--- src/rtl/vdpm_pkg.sv ---
package vdpm_pkg;
    localparam int OFS_W  = 2;
    localparam int BYTE_W = 8;
    localparam int ADDR_W = 8;

    typedef struct packed {
        logic [OFS_W-1:0]  port;
        logic [BYTE_W-1:0] data;
    } wr_entry_t;
endpackage

--- src/rtl/vdpm_sync.sv ---
module vdpm_sync #(
    parameter int          WIDTH     = 1,
    parameter int          STAGES    = 2,
    parameter logic [WIDTH-1:0] RST_VAL = '0
) (
    input  logic             clk,
    input  logic             rst_n,
    input  logic [WIDTH-1:0] din,
    output logic [WIDTH-1:0] dout
);
    logic [WIDTH-1:0] stage_d [STAGES];
    logic [WIDTH-1:0] stage_q [STAGES];

    always_comb begin
        stage_d[0] = din;
        for (int i = 1; i < STAGES; i++) begin
            stage_d[i] = stage_q[i-1];
        end
    end

    generate
        for (genvar g = 0; g < STAGES; g++) begin : g_stage
            always_ff @(posedge clk or negedge rst_n) begin
                if (!rst_n) stage_q[g] <= RST_VAL;
                else        stage_q[g] <= stage_d[g];
            end
        end
    endgenerate

    assign dout = stage_q[STAGES-1];
endmodule

--- src/rtl/vdpm_detect.sv ---
module vdpm_detect
    import vdpm_pkg::*;
#(
    parameter logic [ADDR_W-1:0] PORT_BASE = 8'h98
) (
    input  logic              clk,
    input  logic              rst_n,
    input  logic [ADDR_W-1:0] addr,
    input  logic [BYTE_W-1:0] data,
    input  logic              iorq_n,
    input  logic              wr_n,
    input  logic              rd_n,
    input  logic              m1_n,
    output logic              push,
    output wr_entry_t         entry
);
    typedef struct packed {
        logic      wr_prev;
        logic      push;
        wr_entry_t entry;
    } det_state_t;

    det_state_t st_d, st_q;
    logic       wr_fall;
    logic       is_io_wr;
    logic       in_range;

    always_comb begin
        wr_fall  = st_q.wr_prev && !wr_n;
        is_io_wr = !iorq_n && m1_n && rd_n;
        in_range = (addr[ADDR_W-1:OFS_W] == PORT_BASE[ADDR_W-1:OFS_W]);

        st_d         = st_q;
        st_d.wr_prev = wr_n;
        st_d.push    = wr_fall && is_io_wr && in_range;
        if (wr_fall && is_io_wr && in_range) begin
            st_d.entry.port = addr[OFS_W-1:0];
            st_d.entry.data = data;
        end
    end

    always_ff @(posedge clk or negedge rst_n) begin
        if (!rst_n) begin
            st_q.wr_prev <= 1'b1;
            st_q.push    <= 1'b0;
            st_q.entry   <= '0;
        end else begin
            st_q <= st_d;
        end
    end

    assign push  = st_q.push;
    assign entry = st_q.entry;
endmodule

--- src/rtl/vdpm_fifo.sv ---
module vdpm_fifo
    import vdpm_pkg::*;
#(
    parameter int DEPTH = 16
) (
    input  logic      clk,
    input  logic      rst_n,
    input  logic      push,
    input  wr_entry_t push_entry,
    output logic      pop_valid,
    input  logic      pop_ready,
    output wr_entry_t pop_entry,
    output logic      full,
    output logic      ovf
);
    localparam int IDX_W = $clog2(DEPTH);
    localparam int PTR_W = IDX_W + 1;

    typedef struct packed {
        logic [PTR_W-1:0] wp;
        logic [PTR_W-1:0] rp;
        logic             ovf;
    } fifo_state_t;

    fifo_state_t st_d, st_q;
    wr_entry_t   mem_q [DEPTH];
    logic        is_empty;
    logic        is_full;
    logic        do_wr;
    logic        do_rd;

    always_comb begin
        is_empty = (st_q.wp == st_q.rp);
        is_full  = (st_q.wp[IDX_W-1:0] == st_q.rp[IDX_W-1:0]) &&
                   (st_q.wp[IDX_W] != st_q.rp[IDX_W]);
        do_wr    = push && !is_full;
        do_rd    = pop_ready && !is_empty;

        st_d = st_q;
        if (do_wr)            st_d.wp  = st_q.wp + 1'b1;
        if (do_rd)            st_d.rp  = st_q.rp + 1'b1;
        if (push && is_full)  st_d.ovf = 1'b1;
    end

    always_ff @(posedge clk or negedge rst_n) begin
        if (!rst_n) st_q <= '0;
        else        st_q <= st_d;
    end

    always_ff @(posedge clk) begin
        if (do_wr) mem_q[st_q.wp[IDX_W-1:0]] <= push_entry;
    end

    assign pop_valid = !is_empty;
    assign pop_entry = mem_q[st_q.rp[IDX_W-1:0]];
    assign full      = is_full;
    assign ovf       = st_q.ovf;
endmodule

--- src/rtl/vdp_write_mirror.sv ---
module vdp_write_mirror
    import vdpm_pkg::*;
#(
    parameter logic [ADDR_W-1:0] PORT_BASE   = 8'h98,
    parameter int                FIFO_DEPTH  = 16,
    parameter int                SYNC_STAGES = 2
) (
    input  logic              clk,
    input  logic              rst_n,
    input  logic [ADDR_W-1:0] bus_addr,
    input  logic [BYTE_W-1:0] bus_data,
    input  logic              bus_iorq_n,
    input  logic              bus_wr_n,
    input  logic              bus_rd_n,
    input  logic              bus_m1_n,
    output logic              out_valid,
    input  logic              out_ready,
    output logic [OFS_W-1:0]  out_port,
    output logic [BYTE_W-1:0] out_byte,
    output logic              ovf_flag
);
    localparam int CTL_W = 4;
    localparam int BUS_W = ADDR_W + BYTE_W;

    logic [CTL_W-1:0]  ctl_s;
    logic [BUS_W-1:0]  bus_s;
    logic              s_iorq_n, s_wr_n, s_rd_n, s_m1_n;
    logic [ADDR_W-1:0] s_addr;
    logic [BYTE_W-1:0] s_data;
    logic              cap_push;
    wr_entry_t         cap_entry;
    wr_entry_t         head_entry;
    logic              fifo_full;

    vdpm_sync #(.WIDTH(CTL_W), .STAGES(SYNC_STAGES), .RST_VAL({CTL_W{1'b1}})) u_sync_ctl (
        .clk  (clk),
        .rst_n(rst_n),
        .din  ({bus_iorq_n, bus_wr_n, bus_rd_n, bus_m1_n}),
        .dout (ctl_s)
    );

    vdpm_sync #(.WIDTH(BUS_W), .STAGES(SYNC_STAGES), .RST_VAL('0)) u_sync_bus (
        .clk  (clk),
        .rst_n(rst_n),
        .din  ({bus_addr, bus_data}),
        .dout (bus_s)
    );

    assign {s_iorq_n, s_wr_n, s_rd_n, s_m1_n} = ctl_s;
    assign {s_addr, s_data}                   = bus_s;

    vdpm_detect #(.PORT_BASE(PORT_BASE)) u_detect (
        .clk   (clk),
        .rst_n (rst_n),
        .addr  (s_addr),
        .data  (s_data),
        .iorq_n(s_iorq_n),
        .wr_n  (s_wr_n),
        .rd_n  (s_rd_n),
        .m1_n  (s_m1_n),
        .push  (cap_push),
        .entry (cap_entry)
    );

    vdpm_fifo #(.DEPTH(FIFO_DEPTH)) u_fifo (
        .clk       (clk),
        .rst_n     (rst_n),
        .push      (cap_push),
        .push_entry(cap_entry),
        .pop_valid (out_valid),
        .pop_ready (out_ready),
        .pop_entry (head_entry),
        .full      (fifo_full),
        .ovf       (ovf_flag)
    );

    assign out_port = head_entry.port;
    assign out_byte = head_entry.data;
endmodule

--- config.mk ---
export PLATFORM = sky130hd
export DESIGN_NAME = vdp_write_mirror
export DESIGN_NICKNAME = d
export VERILOG_FILES = /design/src/rtl/vdpm_pkg.sv /design/src/rtl/vdpm_sync.sv /design/src/rtl/vdpm_detect.sv /design/src/rtl/vdpm_fifo.sv /design/src/rtl/vdp_write_mirror.sv
export SDC_FILE = /design/constraint.sdc
export NUM_CORES = 1
export LEC_CHECK = 0
export ABC_CLOCK_PERIOD_IN_PS = 3380
export BUFFER_PORTS_ARGS = -buffer_cell sky130_fd_sc_hd__clkbuf_2
export CAP_MARGIN = 10
export CORE_MARGIN = 4
export CORE_UTILIZATION = 50
export CTS_BUF_LIST = sky130_fd_sc_hd__clkbuf_8
export DETAILED_ROUTE_END_ITERATION = 12
export PLACE_DENSITY = 0.68
export SLEW_MARGIN = 0
export SYNTH_ARGS = -nofsm -noshare
export SYNTH_HDL_FRONTEND = slang
export SYNTH_SLANG_ARGS = --single-unit
export TNS_END_PERCENT = 5
--- constraint.sdc ---
create_clock -name clk -period 3.38 [get_ports clk]
set_clock_uncertainty 0.05 [all_clocks]
set_input_delay 0.845 -clock clk [delete_from_list [all_inputs] [get_ports clk]]
set_output_delay 0.845 -clock clk [all_outputs]
set_load 0.01 [all_outputs]
# Word-level counts from Yosys, hierarchy flattened
# Memories as Yosys holds them, arrays and structs flattened.
# Cells that the tools add are included.
# Widths: inputs -> output; s select.
# totals
out_inout_bits,12
reg_bits,63
wordCells,33
memories,1
ramBits,160
# memory_table
memory,depth,word_bits,read_ports,rd_ports_with_merged_regs,write_ports,line,rtl
u_fifo.mem_q,16,10,1,0,1,vdpm_fifo.sv:26,wr_entry_t mem_q [DEPTH];
# op_classes
n_mux,2
n_reduce_logical,13
addsub,2
n_eq_ne,4
# ops
op,count
$add 5x1->5 const B,2
$logic_and 1x1->1,9
$eq 6x6->1 const B,1
$eq 5x5->1,1
$eq 4x4->1,1
$logic_not 1->1,4
$mux 1,2
$ne 1x1->1,1

# Depth between registers and ports, before layout
# depth
word_depth,6
mapped_depth,6

# Hierarchy
# From an unflattened synthesis, not the netlist that was laid out.
# unflattened
cells_unflattened,407
area_unflattened_um2,8425.6
# modules_own_cells
mod,instances,cells_each,seq_area_each_um2,area_per_inst_um2
vdpm_fifo,1,330,5079.9,6879.1
vdpm_sync (u_sync_bus),1,32,800.8,800.8
vdpm_detect,1,37,301.5,535.5
vdpm_sync (u_sync_ctl),1,8,210.2,210.2

# Least setup slack after synthesis
# Ideal clock, no wire load.
# synth_path
path_type,register to output
start,reg u_fifo.st_q[2] in the netlist's numbering
end,out out_port[0]
path_stages_with_launch,6
setup_slack_ns,1.050
arrival_ns,1.435
path_cell_list,dfrtp_1 -> buf_6 -> buf_4 -> mux4_2 -> a22oi_1 -> nand2_1
# synth_between
elab_chain_len,1
# synth_lines
element,line,rtl
from (decl),vdpm_fifo.sv:25,"fifo_state_t st_d, st_q;"
from (signal assigned),vdpm_fifo.sv:47,else st_q <= st_d;
$mem_v2 16x10,n/a,
to (decl),vdp_write_mirror.sv:18,"output logic [OFS_W-1:0] out_port,"
# No other way between the ends.

# Worst setup path in the final report
# Ends and elaborated chain as after synthesis.

==> results.md <==
- IR analysis of the VDD net gives a maximum drop of 0.380 mV.
- At the pin with the least slew margin, the transition time is 1.18 ns.
- In this run the clock root is driven by a sky130_fd_sc_hd__clkbuf_8.
- The signed area change from the synthesized netlist to the final layout is 15.0%.
- The first TritonRoute pass finished after 4 iterations.
- The warning count from the yosys run is 0.
- The maximum fanout along the worst path is 20.
- In this run the count of I/O pins placed on the die edge is 35.
- The worst endpoint required time is 2.48 ns.
- The routability congestion estimate is 0.785.
- The count of pins over their slew limit is 0.
- The wire length of the first global-routing pass is 23.9 mm.
- The worst-case reg-to-reg path depth is 5.
- The detailed placement HPWL is 9.14 mm.
- The core region area is 0.0160 mm^2.
- Measured against the total synthesized area, the mux share comes to 12.6%.
- Counting instances, the worst hold path has a depth of 0.
- The remaining antenna violation count after routing is 0.
- The final count of hold timing violations is 0.
- The ratio of final minimum period to clock period is 94.1%.
- The filler cells instantiated in the layout total 1220.
- Setup total negative slack on the finished layout was measured at 0 ns.
- The analysis attributes to cell leakage a power of 3.27 nW.
- A synthesized cell averages 20.4 um^2.
- The power per cell area is 694 mW/mm^2.
- The die is 136 um wide.
- In this run, synthesis produced a sequential element count of 223.
- For this block, the initial DRC count from the detailed router was 334.
- Leaving out fill and tap cells, the most frequent cell in the layout is sky130_fd_sc_hd__edfxtp_1.
- The synthesized netlist devotes 2.85% of its cell area to compound gates.
- The kind of path behind the tightest hold check is reg2reg.
- The maximum number of pins on one net before global-route repair is 41.
- The sink count of the clock tree is 223.
- By area, the combinational part of the netlist is dominated by multiplexers.
- The initialized floorplan defines 46 standard-cell rows.
- The global-route congestion overflow total is 0.
- The number of antenna violations at the first check in global routing is 0.
- The top cell types in the final layout, fill and taps aside, are sky130_fd_sc_hd__edfxtp_1, sky130_fd_sc_hd__dfrtp_1, sky130_fd_sc_hd__mux4_2.
- After synthesis the cells add up to 0.00825 mm^2.
- Among all flip-flop cells after synthesis, the most frequent one is sky130_fd_sc_hd__edfxtp_1.
- The height of the chip is 136 um.
- Across all hold checks on the routed design, the worst slack comes to 0.290 ns.
- The category of the most critical setup path is reg2out.
- The CTS clock-pin slew for the worst setup and hold paths is 0.06 ns.
- The floorplan step defined a die boundary enclosing 0.0186 mm^2.
- The sequential element share of the synthesized area is 77.5%.
- After detailed routing, the number of remaining DRC violations is 0.
- The launching element type of the critical path is a flop.
- The worst setup path is captured at an output port.
- Setup repair after global routing left no endpoint under its margin.
- The mean number of vias per cell is 5.46.
- The clock period minus worst slack is 3.18 ns.
- Hold repair after CTS inserted 0 buffers.
- In this run the tool buffered the top-level ports with 34 buffer cells.
- The relative slew slack is 20.9%.
- Once the floorplan was initialized, standard cells occupied 51.5% of the core.
- The share of synthesized registers carrying an async set or reset is 28.3%.
- The count of max-cap constraint violations is 0.
- The fraction of layout instances using a drive strength above 1 is 34.5%.
- Summing the areas of all xor and xnor instances in the mapped netlist gives 1.46% of the synthesized area.
- The number of global-route vias before repair is 4188.
- At the worst endpoint, the arrival time is 2.29 ns.
- The global routing usage summed across all routing layers is 17.4%.
- The simple logic cell fraction of the synthesized area is 3.14%.
- The routed length per placed instance is 20.8 um.
- The synthesized netlist devotes 0.759% of its cell area to adder and majority cells.
- The final wirelength is 15.2 mm.
- The later-pin clock latency in the skew report is 0.51 ns.
- The flow ran to the end, and the final reports show no timing, DRC or antenna violations.
- After the last flow step, the layout net total stands at 515.
- The via count of the routed design is 3981.
- When the netlist entered floorplanning its net count stood at 432.
- The repair_antennas step left the layout with diodes totalling 0.
- The synthesized instance count is 404.
- The timing-limited maximum frequency is 314 MHz.
- Clock tree synthesis inserted a total of 36 buffers.
- Counting along the longest clock path gives a buffer depth of 3.
- The post-synthesis cell type count is 36.
- TritonCTS built the clock tree.
- The count of H-tree levels built during CTS is 2.
- Counting flops with a built-in enable in the synthesized netlist gives 160.
- Setup violations remaining at the end of the flow were counted as 0.
==> state kept, by name (all words and copies together), names as in the netlist <==
register and count:
u_detect.entry 10, u_detect.st_q 1, u_fifo.st_q 10, u_sync_bus.dout 16, u_detect.push 1, u_fifo.mem_q 160
u_sync_ctl.dout 4, u_fifo.ovf 1, u_sync_ctl.stage_d 4, u_sync_bus.stage_d 16
==> critical path: stages (launching register included) <==
cell and delay [ns]:
sky130_fd_sc_hd__dfrtp_4 0.51, sky130_fd_sc_hd__buf_12 0.22, sky130_fd_sc_hd__mux4_2 0.52, sky130_fd_sc_hd__a22oi_1 0.30
sky130_fd_sc_hd__nand2_1 0.09, sky130_fd_sc_hd__clkbuf_2 0.13
==> cell families (layout without fill, tap and decap cells) <==
| family | Yosys count | in the layout |
|---|---|---|
| compound gates | 32 | 32 |
| mux | 52 | 52 |
| xor+xnor | 12 | 12 |
| simple gates | 56 | 56 |
| fa+ha+maj | 5 | 5 |
| buf+inv | 24 | 133 |
| flops | 223 | 223 |
==> through the flow <==
| stage | std cells | util (%) | worst slack (ns) | power, W | area (um^2) |
|---|---|---|---|---|---|
| 2_1_floorplan | 404 | - | 1.05 | 0.00412 | 8250 |
| 3_3_place_gp | 655 | 54.7 | 0.604 | 0.00455 | 8760 |
| 3_5_place_dp | 655 | 54.7 | 0.586 | 0.00457 | 8760 |
| 4_1_cts | 719 | 58.7 | 0.00517 | 0.00662 | 9400 |
| 5_1_grt | 729 | 59.3 | 0.0607 | 0.00692 | 9490 |
| 6_report | 729 | 59.3 | 0.198 | 0.00658 | 9490 |
==> timing repair <==
item,CTS,global route
endpoints found under the setup margin,0,8
resized for setup,0,1
buffers inserted,0,7
==> final timing paths <==
kind	start	endpoint	slack, ns
worst max-delay path	u_fifo.st_q[2]$_DFFE_PN0P_	out_port[0]	0.20
worst min-delay path	u_sync_bus.stage_d[7]$_DFF_PN0_	u_sync_bus.dout[7]$_DFF_PN0_	0.29
worst max register to register	u_fifo.st_q[2]$_DFFE_PN0P_	u_fifo.mem_q[9][0]$_DFFE_PP_	0.75
worst min register to register	u_sync_bus.stage_d[7]$_DFF_PN0_	u_sync_bus.dout[7]$_DFF_PN0_	0.29
max in group asynchronous	rst_n	u_fifo.st_q[3]$_DFFE_PN0P_	2.30
min in group asynchronous	rst_n	u_sync_bus.stage_d[13]$_DFF_PN0_	0.34
==> cell usage after synthesis (2+ instances only) <==
library cell / n / area, um^2
sky130_fd_sc_hd__buf_4: 2 / 15.0
sky130_fd_sc_hd__o311ai_1: 2 / 17.5
sky130_fd_sc_hd__mux4_2: 40 / 901
sky130_fd_sc_hd__buf_2: 10 / 50.1
sky130_fd_sc_hd__dfstp_2: 9 / 236
sky130_fd_sc_hd__a22oi_1: 20 / 150
sky130_fd_sc_hd__mux2_2: 11 / 124
sky130_fd_sc_hd__o211ai_1: 2 / 15.0
sky130_fd_sc_hd__o21ai_1: 3 / 15.0
sky130_fd_sc_hd__nand2_1: 21 / 78.8
sky130_fd_sc_hd__inv_1: 4 / 15.0
sky130_fd_sc_hd__xnor2_1: 9 / 78.8
sky130_fd_sc_hd__nand4_1: 2 / 12.5
sky130_fd_sc_hd__dfrtp_1: 54 / 1350
sky130_fd_sc_hd__clkbuf_1: 3 / 11.3
sky130_fd_sc_hd__ha_1: 5 / 62.6
sky130_fd_sc_hd__buf_6: 4 / 45.0
sky130_fd_sc_hd__xnor2_2: 2 / 32.5
sky130_fd_sc_hd__nor3_1: 3 / 15.0
sky130_fd_sc_hd__o21ai_0: 2 / 10.0
sky130_fd_sc_hd__and3_1: 2 / 12.5
sky130_fd_sc_hd__nor2b_1: 4 / 25.0
sky130_fd_sc_hd__nor2_1: 18 / 67.6
sky130_fd_sc_hd__edfxtp_1: 160 / 4800
==> area by class of cell <==
| type | instances | area, um^2 | share of cell area (%) |
|---|---|---|---|
| clock buffer | 39 | 537 | 5.66 |
| clock inverter | 25 | 101 | 1.07 |
| inverter | 4 | 15.0 | 0.158 |
| multi-input combinational | 157 | 1710 | 18.1 |
| sequential | 223 | 6400 | 67.4 |
| tap | 216 | 270 | 2.85 |
| timing repair buffer | 65 | 452 | 4.76 |
==> metal layers <==
layer,vias up,global-route usage [%],part of all wire [%]
li1,1760,-,-
met1,2053,23.7,42
met2,147,27.7,49
met3,21,4.18,7.2
met4,0,6.49,1.6
met5,-,0,0
==> report_power, final <==
part	internal [W]	switching, W	leakage (nW)
combinational	0.000737	0.000737	0.870
sequential	0.00298	0.0000929	2.02
clock	0.00106	0.000974	0.379
Note: power is estimated with default switching activity, not from simulation.
